$ cat config.mk
export PLATFORM = sky130hd
export DESIGN_NAME = uart_rx_queue
export DESIGN_NICKNAME = d
export VERILOG_FILES = /design/src/rtl/rxq_pkg.sv /design/src/rtl/rxq_baudgen.sv /design/src/rtl/rxq_datapath.sv /design/src/rtl/rxq_control.sv /design/src/rtl/uart_rx_queue.sv
export SDC_FILE = /design/constraint.sdc
export NUM_CORES = 1
export LEC_CHECK = 0
export BUFFER_PORTS_ARGS = -buffer_cell sky130_fd_sc_hd__buf_2
export CORE_AREA = 4 4 149 151
export DETAILED_ROUTE_END_ITERATION = 8
export DIE_AREA = 0 0 153 155
export PLACE_DENSITY = 0.66
export SYNTH_ARGS = -nofsm -noshare
export SYNTH_HDL_FRONTEND = slang
export SYNTH_SLANG_ARGS = --single-unit
$ cat constraint.sdc
create_clock -name clk -period 5.2 [get_ports clk]
set_clock_uncertainty 0.15 [all_clocks]
set_input_delay 0 -clock clk [delete_from_list [all_inputs] [get_ports clk]]
set_output_delay 0 -clock clk [all_outputs]
set_load 0.02 [all_outputs]
$ cat src/rtl/rxq_pkg.sv
package rxq_pkg;

  typedef struct packed {
    logic push;      // store charData into the queue
    logic pop;       // retire the oldest queue entry
    logic flush;     // empty the queue
    logic loadHold;  // capture charData in the holding register
  } rxq_strobe_t;

  // threshold select from control bits 7:6
  function automatic int unsigned trigDepth(input logic [1:0] sel);
    case (sel)
      2'b00:   return 1;
      2'b01:   return 4;
      2'b10:   return 8;
      default: return 14;
    endcase
  endfunction

endpackage

$ cat src/rtl/rxq_baudgen.sv
module rxq_baudgen #(
  parameter int DIV_W   = 16,
  parameter int DEF_DIV = 96
) (
  input  logic             clk,
  input  logic             rst_n,
  input  logic             divWrite,
  input  logic [DIV_W-1:0] divData,
  output logic             baudTick
);

  logic [DIV_W-1:0] divReg;
  logic [DIV_W-1:0] cnt;

  // a divisor of zero wraps to all ones, which gives a period of 2**DIV_W
  assign baudTick = (cnt == '0);

  always_ff @(posedge clk or negedge rst_n) begin
    if (!rst_n) begin
      divReg <= DIV_W'(DEF_DIV);
      cnt    <= DIV_W'(DEF_DIV - 1);
    end else if (divWrite) begin
      divReg <= divData;
      cnt    <= divData - DIV_W'(1);
    end else if (baudTick) begin
      cnt <= divReg - DIV_W'(1);
    end else begin
      cnt <= cnt - DIV_W'(1);
    end
  end


  tick_spacing_chk: assert property (@(posedge clk) disable iff (!rst_n)
    (baudTick && !divWrite && divReg != DIV_W'(1)) |=> !baudTick);

endmodule

$ cat src/rtl/rxq_datapath.sv
module rxq_datapath import rxq_pkg::*; #(
  parameter  int DEPTH = 16,
  parameter  int DW    = 8,
  localparam int AW    = $clog2(DEPTH),
  localparam int LW    = AW + 1
) (
  input  logic          clk,
  input  logic          rst_n,
  input  rxq_strobe_t   strobe,
  input  logic          fifoMode,
  input  logic [DW-1:0] inByte,
  output logic [DW-1:0] outByte,
  output logic [LW-1:0] level,
  output logic          full
);

  logic [DW-1:0] mem [DEPTH];
  logic [AW-1:0] wrPtr;
  logic [AW-1:0] rdPtr;
  logic [DW-1:0] holdReg;

  assign level   = full ? LW'(DEPTH) : {1'b0, AW'(wrPtr - rdPtr)};
  assign outByte = fifoMode ? mem[rdPtr] : holdReg;

  always_ff @(posedge clk) begin
    if (strobe.push) mem[wrPtr] <= inByte;
  end

  always_ff @(posedge clk or negedge rst_n) begin
    if (!rst_n) begin
      wrPtr   <= '0;
      rdPtr   <= '0;
      full    <= 1'b0;
      holdReg <= '0;
    end else begin
      if (strobe.loadHold) holdReg <= inByte;
      if (strobe.flush) begin
        wrPtr <= '0;
        rdPtr <= '0;
        full  <= 1'b0;
      end else begin
        if (strobe.push) wrPtr <= AW'(wrPtr + 1'b1);
        if (strobe.pop)  rdPtr <= AW'(rdPtr + 1'b1);
        if (strobe.pop)       full <= 1'b0;
        else if (strobe.push) full <= (AW'(wrPtr + 1'b1) == rdPtr);
      end
    end
  end


  push_not_full_chk: assert property (@(posedge clk) disable iff (!rst_n)
    strobe.push |-> !full);


  pop_nonempty_chk: assert property (@(posedge clk) disable iff (!rst_n)
    strobe.pop |-> (level != '0));


  full_ptrs_chk: assert property (@(posedge clk) disable iff (!rst_n)
    full |-> (wrPtr == rdPtr));


  flush_empty_chk: assert property (@(posedge clk) disable iff (!rst_n)
    strobe.flush |=> (level == '0));

endmodule

$ cat src/rtl/rxq_control.sv
module rxq_control import rxq_pkg::*; #(
  parameter  int DEPTH         = 16,
  parameter  int BITS_PER_CHAR = 10,
  parameter  int OVERSAMPLE    = 16,
  parameter  int TIMEOUT_CHARS = 4,
  localparam int LW            = $clog2(DEPTH) + 1,
  localparam int TMO_TICKS     = TIMEOUT_CHARS * BITS_PER_CHAR * OVERSAMPLE,
  localparam int TW            = $clog2(TMO_TICKS)
) (
  input  logic          clk,
  input  logic          rst_n,
  input  logic          charValid,
  input  logic          dataRead,
  input  logic          lsrRead,
  input  logic          fcrWrite,
  input  logic [7:0]    fcrData,
  input  logic          baudTick,
  input  logic [LW-1:0] level,
  input  logic          full,
  output rxq_strobe_t   strobe,
  output logic          fifoMode,
  output logic [1:0]    lineStatus,
  output logic          intRxData,
  output logic          intCharTimeout,
  output logic          intLineStatus
);

  logic [7:0]    fcrReg;
  logic          readyReg;
  logic          overrunReg;
  logic          tmoReg;
  logic          tmrRun;
  logic [TW-1:0] tmrCnt;
  logic          clearEvt;
  logic          overrunEvt;
  logic          expire;
  logic [LW-1:0] trigLevel;
  logic [LW-1:0] levelAfter;

  assign fifoMode  = fcrReg[0];
  assign trigLevel = LW'(trigDepth(fcrReg[7:6]));

  assign clearEvt = fcrWrite && (fcrData[1] || (fcrData[0] != fcrReg[0]));

  always_comb begin
    strobe          = '0;
    strobe.flush    = clearEvt;
    strobe.push     = charValid && fifoMode && !full && !clearEvt;
    strobe.pop      = dataRead && fifoMode && (level != '0) && !clearEvt;
    strobe.loadHold = charValid && !fifoMode;
  end

  assign overrunEvt = charValid && (fifoMode ? full : readyReg);
  assign levelAfter = level + LW'(strobe.push) - LW'(strobe.pop);
  assign expire     = tmrRun && baudTick && (tmrCnt == TW'(TMO_TICKS - 1));

  assign lineStatus     = {overrunReg, readyReg};
  assign intRxData      = fifoMode ? (level >= trigLevel) : readyReg;
  assign intCharTimeout = tmoReg;
  assign intLineStatus  = overrunReg;

  // control register
  always_ff @(posedge clk or negedge rst_n) begin
    if (!rst_n)        fcrReg <= 8'h06;
    else if (fcrWrite) fcrReg <= fcrData;
  end

  // data-ready flag
  always_ff @(posedge clk or negedge rst_n) begin
    if (!rst_n) begin
      readyReg <= 1'b0;
    end else if (clearEvt) begin
      readyReg <= 1'b0;
    end else if (fifoMode) begin
      if (strobe.push && levelAfter >= trigLevel)    readyReg <= 1'b1;
      else if (strobe.pop && levelAfter == '0)        readyReg <= 1'b0;
      else if (expire && level != '0)                 readyReg <= 1'b1;
    end else begin
      if (charValid)     readyReg <= 1'b1;
      else if (dataRead) readyReg <= 1'b0;
    end
  end

  // overrun flag, cleared by a line-status read
  always_ff @(posedge clk or negedge rst_n) begin
    if (!rst_n)          overrunReg <= 1'b0;
    else if (overrunEvt) overrunReg <= 1'b1;
    else if (lsrRead)    overrunReg <= 1'b0;
  end

  // character-time watchdog
  always_ff @(posedge clk or negedge rst_n) begin
    if (!rst_n) begin
      tmrRun <= 1'b0;
      tmrCnt <= '0;
    end else if (clearEvt || !fifoMode) begin
      tmrRun <= 1'b0;
      tmrCnt <= '0;
    end else if (strobe.push || (strobe.pop && levelAfter != '0)) begin
      tmrRun <= 1'b1;
      tmrCnt <= '0;
    end else if (strobe.pop || expire) begin
      tmrRun <= 1'b0;
      tmrCnt <= '0;
    end else if (tmrRun && baudTick) begin
      tmrCnt <= TW'(tmrCnt + 1'b1);
    end
  end

  always_ff @(posedge clk or negedge rst_n) begin
    if (!rst_n)                                        tmoReg <= 1'b0;
    else if (clearEvt || (dataRead && fifoMode))       tmoReg <= 1'b0;
    else if (expire && !strobe.push && level != '0)    tmoReg <= 1'b1;
  end


  fifo_overrun_chk: assert property (@(posedge clk) disable iff (!rst_n)
    (charValid && fifoMode && full) |=> lineStatus[1]);


  hold_overrun_chk: assert property (@(posedge clk) disable iff (!rst_n)
    (charValid && !fifoMode && readyReg && !fcrWrite) |=> intLineStatus);


  trig_ready_chk: assert property (@(posedge clk) disable iff (!rst_n)
    (strobe.push && !strobe.pop && (level + 1'b1) == trigLevel) |=> readyReg);


  drain_ready_chk: assert property (@(posedge clk) disable iff (!rst_n)
    (strobe.pop && !strobe.push && level == LW'(1)) |=> !readyReg);


  tmo_has_data_chk: assert property (@(posedge clk) disable iff (!rst_n)
    intCharTimeout |-> (level != '0));

endmodule

$ cat src/rtl/uart_rx_queue.sv
module uart_rx_queue import rxq_pkg::*; #(
  parameter int DEPTH         = 16,
  parameter int DW            = 8,
  parameter int DIV_W         = 16,
  parameter int DEF_DIV       = 96,
  parameter int BITS_PER_CHAR = 10,
  parameter int OVERSAMPLE    = 16,
  parameter int TIMEOUT_CHARS = 4
) (
  input  logic             clk,
  input  logic             rst_n,
  input  logic             charValid,
  input  logic [DW-1:0]    charData,
  input  logic             dataRead,
  output logic [DW-1:0]    dataOut,
  input  logic             lsrRead,
  input  logic             fcrWrite,
  input  logic [7:0]       fcrData,
  input  logic             divWrite,
  input  logic [DIV_W-1:0] divData,
  output logic             baudTick,
  output logic [1:0]       lineStatus,
  output logic             intRxData,
  output logic             intCharTimeout,
  output logic             intLineStatus
);

  localparam int LW = $clog2(DEPTH) + 1;

  rxq_strobe_t   strobe;
  logic          fifoMode;
  logic [LW-1:0] level;
  logic          full;

  rxq_baudgen #(.DIV_W(DIV_W), .DEF_DIV(DEF_DIV)) u_baud (
    .clk(clk), .rst_n(rst_n), .divWrite(divWrite), .divData(divData),
    .baudTick(baudTick)
  );

  rxq_control #(
    .DEPTH(DEPTH), .BITS_PER_CHAR(BITS_PER_CHAR),
    .OVERSAMPLE(OVERSAMPLE), .TIMEOUT_CHARS(TIMEOUT_CHARS)
  ) u_ctrl (
    .clk(clk), .rst_n(rst_n), .charValid(charValid), .dataRead(dataRead),
    .lsrRead(lsrRead), .fcrWrite(fcrWrite), .fcrData(fcrData),
    .baudTick(baudTick), .level(level), .full(full), .strobe(strobe),
    .fifoMode(fifoMode), .lineStatus(lineStatus), .intRxData(intRxData),
    .intCharTimeout(intCharTimeout), .intLineStatus(intLineStatus)
  );

  rxq_datapath #(.DEPTH(DEPTH), .DW(DW)) u_data (
    .clk(clk), .rst_n(rst_n), .strobe(strobe), .fifoMode(fifoMode),
    .inByte(charData), .outByte(dataOut), .level(level), .full(full)
  );

endmodule

==> results of run 1 <==
==> power by group through the flow <==
stage	registers, uW	logic [uW]	clock network, uW
CTS	1800	1310	1310
global placement	1830	1230	0
finish	1810	1300	1280
floorplan	1820	1030	0
global route	1820	1470	1380
detailed placement	1840	1270	0
==> how the worst max path moves through the flow <==
stage,slack (ps),endpoint
floorplan,560,u_ctrl.readyReg
global placement,700,u_ctrl.readyReg
detailed placement,560,u_ctrl.readyReg
CTS,520,u_ctrl.readyReg
global route,130,u_ctrl.readyReg
finish,510,u_ctrl.readyReg
==> area by class of cell <==
cell class,instances,area [um2]
clock buffer,18,429.2
tap,275,344.1
inverter,29,110.1
fill,1724,10110
sequential,194,5507
timing repair buffer,96,695.7
clock inverter,14,155.1
multi-input combinational,385,3473
==> synth_stat cells (all sizes together), types with 11 or more instances <==
| library cell | n | area share [%] |
|---|---|---|
| nand2b | 11 | 0.74 |
| nor2 | 44 | 1.8 |
| xor2 | 21 | 2.0 |
| mux4 | 40 | 10 |
| nand2 | 41 | 1.8 |
| edfxtp | 128 | 41 |
| xnor2 | 16 | 1.5 |
| clkbuf | 11 | 0.44 |
| a21oi | 23 | 1.2 |
| inv | 28 | 1.1 |
| mux2 | 26 | 3.5 |
| buf | 19 | 2.0 |
| o21ai | 28 | 1.5 |
| dfrtp | 58 | 16 |
| nor3 | 19 | 1.2 |
| ha | 24 | 3.2 |
==> per-layer routing <==
metal  global-route usage, %  vias up
met4                   4.115        0
met5                       0        -
met3                   3.644       15
met2                   29.19      139
met1                   22.74     2886
li1                        -     2582
==> cells in the final DEF (no fill, tap or decap), drive strengths merged, types with 3 or more instances in the layout <==
cell	n
nor2	44
a31oi	4
dfrtp	58
dlygate4sd3	38
clkinv	6
nor2b	4
or3	8
mux4	40
ha	24
o31ai	5
o21ai	28
nor4	5
nand3	9
a21o	3
mux2	26
edfxtp	128
buf	58
nand2	41
xnor2	16
nor3	19
a21oi	23
a21boi	3
a211oi	4
a211o	6
and4	3
xor2	21
inv	37
and3	3
nand4	7
dfstp	8
nand2b	11
clkbuf	18
mux2i	4
nor3b	4
==> sequential cells by signal (all words and copies together) (netlist names) <==
register / cells
u_ctrl.readyReg: 1
u_baud.cnt: 16
u_data.wrPtr: 4
u_data.full: 1
u_baud.divReg: 16
u_data.mem: 128
u_ctrl.tmrCnt: 10
u_ctrl.tmrRun: 1
u_data.rdPtr: 4
u_ctrl.fcrReg: 3
u_ctrl.intLineStatus: 1
u_ctrl.intCharTimeout: 1
u_data.holdReg: 8
==> worst register-to-register path: stages (launching register included) <==
cell and delay, ps:
dfrtp_1 510, ha_1 390, nand2_1 60, o21ai_0 300, xor2_1 170, nand2b_1 110
ha_1 200, nand4bb_1 120, and3_1 180, nor2b_1 220, ha_1 280, inv_1 60
ha_1 160, inv_1 60, fa_1 470, inv_1 60, ha_1 300, a21o_1 160
a21o_1 170, a21oi_1 130, a21boi_0 100, a211o_1 240
==> per-stage QoR <==
step,total power (uW),cells,cell area [um2]
after floorplan,2849,638,9318
after global placement,3064,941,9749
after detailed placement,3109,941,9749
after CTS,4423,1011,10710
after global routing,4666,1011,10710
final,4382,1011,10710
==> timing repair <==
item	CTS	global route
hold buffers	38	0
setup buffers	0	0
hold endpoints to repair	235	0
==> kinds of logic (layout without fill, tap and decap cells) <==
family	count (synthesis)	in the layout	share of synthesized area (%)
xor+xnor	37	37	3.478
fa+ha+maj	26	26	3.653
buf+inv	59	157	3.639
flops	194	194	59.08
compound gates	84	84	5.976
simple gates	168	168	10.13
mux	70	70	14.05
==> key figures, run 1 <==
Status
  – Run status: complete, no violations

CTS
  – Post-CTS Resized: 0
  – CTS sink count: 194
  – Clk_lat worst skew: 430 ps
  – H-tree depth: 4
  – Root buffer cell: clkbuf_16
  – Maximum clock path buffer count: 2
  – CTS tree: done
  – CTS buffer count: 17
  – Worst-path clk slew: 70 ps

Drt
  – Routed WL: 19.73 mm
  – Remaining antenna violation count: 0
  – WL met3: 750 um
  – Iter 0 DRT Violations: 333
  – Top sig layer: met4
  – Post-Route M1 WL: 8.696 mm
  – WL met2: 10.02 mm
  – Wirelength per Cell: 19.52 um
  – DRC violations left: 0
  – First-pass DRT Iterations: 4
  – Via count: 5622
  – Drt via density: 5.561

GRT
  – Largest net degree at the start of global routing: 67
  – Initial antenna violation count: 0
  – Tot GR Track Use: 17.14%
  – Total gr overflow: 0
  – First-pass GRT wire length: 31.67 mm
  – Number of global-route vias before repair: 5743

Run
  – Max Cap Violations: 0

Setup path
  – WP depth: 21
  – Top delay family on crit path: adder cells
  – Worst Setup Path Type: reg -> reg
  – R2R setup slack: 510 ps
  – Critical Path RT: 5370 ps
  – Worst path most repeated cell: ha_1
  – R2R Path End: u_ctrl.readyReg
  – Worst reg2reg startpoint: u_data.wrPtr[2]
  – CP endpoint kind: register
  – R2R cell count: 21
  – CP max stage delay: 510 ps
  – CP startpoint: u_data.wrPtr[2]
  – Nature of the critical path startpoint: register
  – Crit-path max FO: 11
  – Worst EP arrival: 4860 ps
  – WP buf/inv: 3
  – Crit path cell chain: ha_1 > nand2_1 > o21ai_0 > xor2_1 > nand2b_1 > ha_1 > nand4bb_1 > and3_1 > nor2b_1 > ha_1 > inv_1 > ha_1 > inv_1 > fa_1 > inv_1 > ha_1 > a21o_1 > a21o_1 > a21oi_1 > a21boi_0 > a211o_1
  – CP max stage cell: dfrtp_1

Final layout
  – Fraction of layout cells with a size suffix above 1: 23.64%
  – P&R area growth vs syn: 14.99%
  – Antenna diode count: 0
  – # nets final: 788
  – Post-layout util: 51.45%

Synth
  – Post-synth cell types: 69
  – Synth Net Count: 703
  – Syn avg cell area: 14.60 um2
  – Asr flop ratio synth: 34.02%
  – Synthesized netlist cell count: 638
  – Warnings, synthesis: 0
  – Sequential share of the synthesized area: 59.08%
  – Yosys reg bits: 194
  – Most frequently used flop master after synthesis: edfxtp_1
  – Post-Syn Area: 9318 um2
  – EDFF count, synth: 128

Placement
  – RD Place Congestion: 0.8117
  – Post-detail-place hpwl: 12.70 mm
  – I/O Buffers: 48
  – Dpl ws: 555.8 ps

Pwr
  – Max VDD drop: 212.4 uV
  – Cell Int Power: 3005 uW
  – Leak Pwr: 0.003981 uW
  – Psw: 1377 uW
  – PwrDens: 409.0 nW/um2
  – Power share of the clock group: 29.2%
  – Switching share of power: 31.42%
  – Flop pwr share: 41.2%
  – Logic pwr share: 29.6%

STA
  – Slew at the pin closest to its max-slew limit: 1147 ps
  – Slew Limit Headroom: 23.27%
  – Max Slew Vio Count: 0
  – Post-route setup TNS: 0 ps
  – Shortest period the worst path allows: 4691 ps
  – Endpoints failing hold: 0
  – Fin Hold WS: 73.95 ps
  – RSZ-0062 raised after global routing: no
  – Fmax: 0.2132 GHz
  – Final worst setup slack: 508.7 ps
  – Final Cycle Share: 90.22%
  – # setup viols final: 0

Floorplan
  – Die Ht: 155 um
  – Core Area: 20820 um2
  – Standard-cell rows: 53
  – Io pins: 53
  – Die area: 23720 um2
  – Starting Density: 44.75%
  – Die width: 153 um

Min path
  – Hold Path Cell Cnt: 3
  – Tightest Hold Check Type: in -> reg
  – Hold path startpoint: fcrWrite
  – WHS Endpoint: u_data.rdPtr[0]
Note: power is estimated with default switching activity, not from simulation.
==> run 2, diff against run 1 <==
- CORE_AREA: 4 4 149 151 -> 4 4 136 138
- DIE_AREA: 0 0 153 155 -> 0 0 140 142
- PLACE_DENSITY: 0.66 -> 0.77
==> run 2 against run 1 <==
Effect of this change: total power rose by 1.9%; maximum frequency is 0.32% lower; clock power is 6% higher; worst setup slack got worse by 15 ps; worst hold slack worse by 34 ps; die area down 16%; sequential share of layout area is 0.078 points higher; cell count shrank 4.9%; highest routed layer unchanged; critical path type unchanged; first-iteration DRC count up 41%; combinational power is essentially flat; critical path depth stayed put; register-to-register slack about the same.
==> key figures, run 2 (synthesized netlist as in run 1, its figures left out) <==
Final layout
  – P&R area growth vs syn: 14.81%
  – Multi-input combinational cell area: 3473 um2 (unchanged)
  – Register area: 5507 um2 (unchanged)
  – Fill cell count: 1254 (-27%)
  – Most frequent cells in the layout: 128 x edfxtp_1, 57 x dfrtp_1, 48 x buf_2
  – Fraction of layout cells with a size suffix above 1: 23.91% (+0.27 points)
  – Leading registers by flop count: u_data.mem (128), u_baud.cnt (16), u_baud.divReg (16)
  – Final Instance Count excl. Fillers: 961 (-4.9%)
  – Commonest non-fill, non-tap cell in the layout: edfxtp_1
  – Top reg by flops: u_data.mem
  – Max reg flops: 128 (unchanged)
  – Finished Cell Area: 10700 um2 (-0.15%)
  – # nets final: 788 (unchanged)
  – Antenna diode count: 0 (unchanged)

Drt
  – Wirelength per Cell: 20.01 um (+2.5%)
  – Iter 0 DRT Violations: 468 (+41%)
  – Remaining antenna violation count: 0 (unchanged)
  – Drt via density: 5.895 (+6.0%)
  – Routed WL: 19.23 mm (-2.6%)
  – DRC violations left: 0 (unchanged)
  – First-pass DRT Iterations: 5 (+1)
  – Via count: 5665 (+0.76%)

Pwr
  – Leak Pwr: 0.004001 uW (+0.49%)
  – PwrDens: 417.6 nW/um2 (+2.1%)
  – Max VDD drop: 264.6 uV (+25%)

CTS
  – H-tree depth: 4 (unchanged)
  – CTS sink count: 194 (unchanged)
  – CTS tree: done
  – Post-CTS Resized: 0 (unchanged)
  – Clk_lat worst skew: 440 ps (about the same)
  – Worst-path clk slew: 70 ps (about the same)
  – CTS buffer count: 17 (unchanged)
  – Root buffer cell: clkbuf_16
  – Maximum clock path buffer count: 2 (unchanged)

Setup path
  – CP max stage cell: dfrtp_1
  – Worst Setup EP: u_ctrl.readyReg
  – CP max stage delay: 500 ps (about the same)
  – CP startpoint: u_data.wrPtr[2]
  – CP endpoint kind: register
  – Worst reg2reg startpoint: u_data.wrPtr[2]
  – Worst Setup Path Type: reg -> reg
  – Crit path cell chain: ha_1 > nand2_1 > o21ai_0 > xor2_1 > nand2b_1 > ha_1 > nand4bb_1 > and3_1 > nor2b_1 > ha_1 > inv_1 > ha_1 > inv_1 > fa_1 > inv_1 > ha_1 > a21o_1 > a21o_1 > a21oi_1 > a21boi_0 > a211o_1
  – R2R setup slack: 490 ps (about the same)
  – Worst path most repeated cell: ha_1
  – R2R cell count: 21 (unchanged)
  – Worst EP arrival: 4880 ps (+20 ps)
  – Nature of the critical path startpoint: register
  – Critical Path RT: 5370 ps (about the same)
  – Crit-path max FO: 11 (unchanged)
  – R2R Path End: u_ctrl.readyReg

STA
  – Final worst setup slack: 493.9 ps (-14.84 ps)
  – Endpoints failing hold: 0 (unchanged)
  – Shortest period the worst path allows: 4706 ps (+14.84 ps)
  – Slew at the pin closest to its max-slew limit: 1004 ps (-143.1 ps)
  – Fmax: 0.2125 GHz (-0.32%)
  – Max Slew Vio Count: 0 (unchanged)
  – Slew Limit Headroom: 32.87% (+9.6 points)
  – Post-route setup TNS: 0 ps (unchanged)
  – RSZ-0062 raised after global routing: no
  – # setup viols final: 0 (unchanged)
  – Final Cycle Share: 90.50% (+0.29 points)

GRT
  – Tot GR Track Use: 20.10% (+3.0 points)
  – Largest net degree at the start of global routing: 51 (-24%)
  – Initial antenna violation count: 0 (unchanged)
  – First-pass GRT wire length: 31.28 mm (-1.2%)
  – Total gr overflow: 0 (unchanged)
  – Number of global-route vias before repair: 5892 (+2.6%)

Placement
  – I/O Buffers: 48 (unchanged)
  – Dpl ws: 554.5 ps (-1.358 ps)
  – Post-detail-place hpwl: 12.56 mm (-1.1%)
  – Area post-placement: 9687 um2 (-0.64%)
  – Placed Instances: 891 (-5.3%)
  – RD Place Congestion: 0.8440 (+4.0%)

Status
  – Run status: complete, no violations

Floorplan
  – Core Area: 17180 um2 (-18%)
  – Die width: 140 um (-8.5%)
  – Standard-cell rows: 48 (-9.4%)
  – Io pins: 53 (unchanged)
  – Die area: 19880 um2 (-16%)
  – Starting Density: 54.25% (+9.5 points)
  – Die Ht: 142 um (-8.4%)

Min path
  – Tightest Hold Check Type: in -> reg

Run
  – Max Cap Violations: 0 (unchanged)
[run 2: changes by cell type in the layout (fill, tap and decap cells not counted)]
cell,delta
inv_6,-5
clkinv_4,+4
bufinv_16,+1
clkbuf_1,-1
clkinv_1,-1
clkinv_8,+1
inv_12,+1
[run 2: worst max-delay path, delay by kind of cell, from the launching register on]
kind	cells	cell delay, ps
flops	1	500
fa+ha+maj	6	1780
xor+xnor	1	180
buf+inv	3	170
simple gates	5	730
compound gates	6	1110
[run 2: worst min path at each step]
stage / startpoint / to / depth (start not counted)
floorplan: rst_n / u_baud.cnt[10] / 0
global placement: rst_n / u_ctrl.fcrReg[7] / 1
detailed placement: rst_n / u_ctrl.fcrReg[7] / 1
CTS: divWrite / u_baud.cnt[6] / 2
global route: divWrite / u_baud.cnt[6] / 2
finish: divWrite / u_baud.cnt[6] / 2
[run 2: metal layers]
metal / GRT usage (%) / vias to the layer above / wire (um)
met5: 0 / - / 0
met4: 5.099 / 0 / 207
met2: 35.15 / 204 / 10090
li1: - / 2578 / -
met3: 4.032 / 24 / 1093
met1: 26.09 / 2859 / 7837
[run 2: metrics by stage]
stage	utilization [%]	total power [uW]	hold WS, ps
global route	62.28	4721	60.30
finish	62.28	4467	40.34
floorplan	-	2849	-445.6
global placement	56.40	3055	-179.5
CTS	62.28	4491	14.45
detailed placement	56.40	3100	-164.2
[run 2: timing repair]
action	4_1_cts	5_1_grt
setup endpoints to repair	0	0
endpoints found under the hold margin	211	0
hold buffers	38	0
buffers inserted	0	0
[run 2: area by class of cell]
cell class	count	area share [%]
inverter	29	1.029
sequential	194	51.47
clock inverter	15	1.918
timing repair buffer	96	6.503
clock buffer	17	3.977
multi-input combinational	385	32.47
tap	225	2.632
[run 2: power breakdown]
part           leakage [uW]  switching, uW  internal (uW)
combinational       0.00173            680            625
sequential          0.00197           74.5           1730
clock              0.000305            654            701
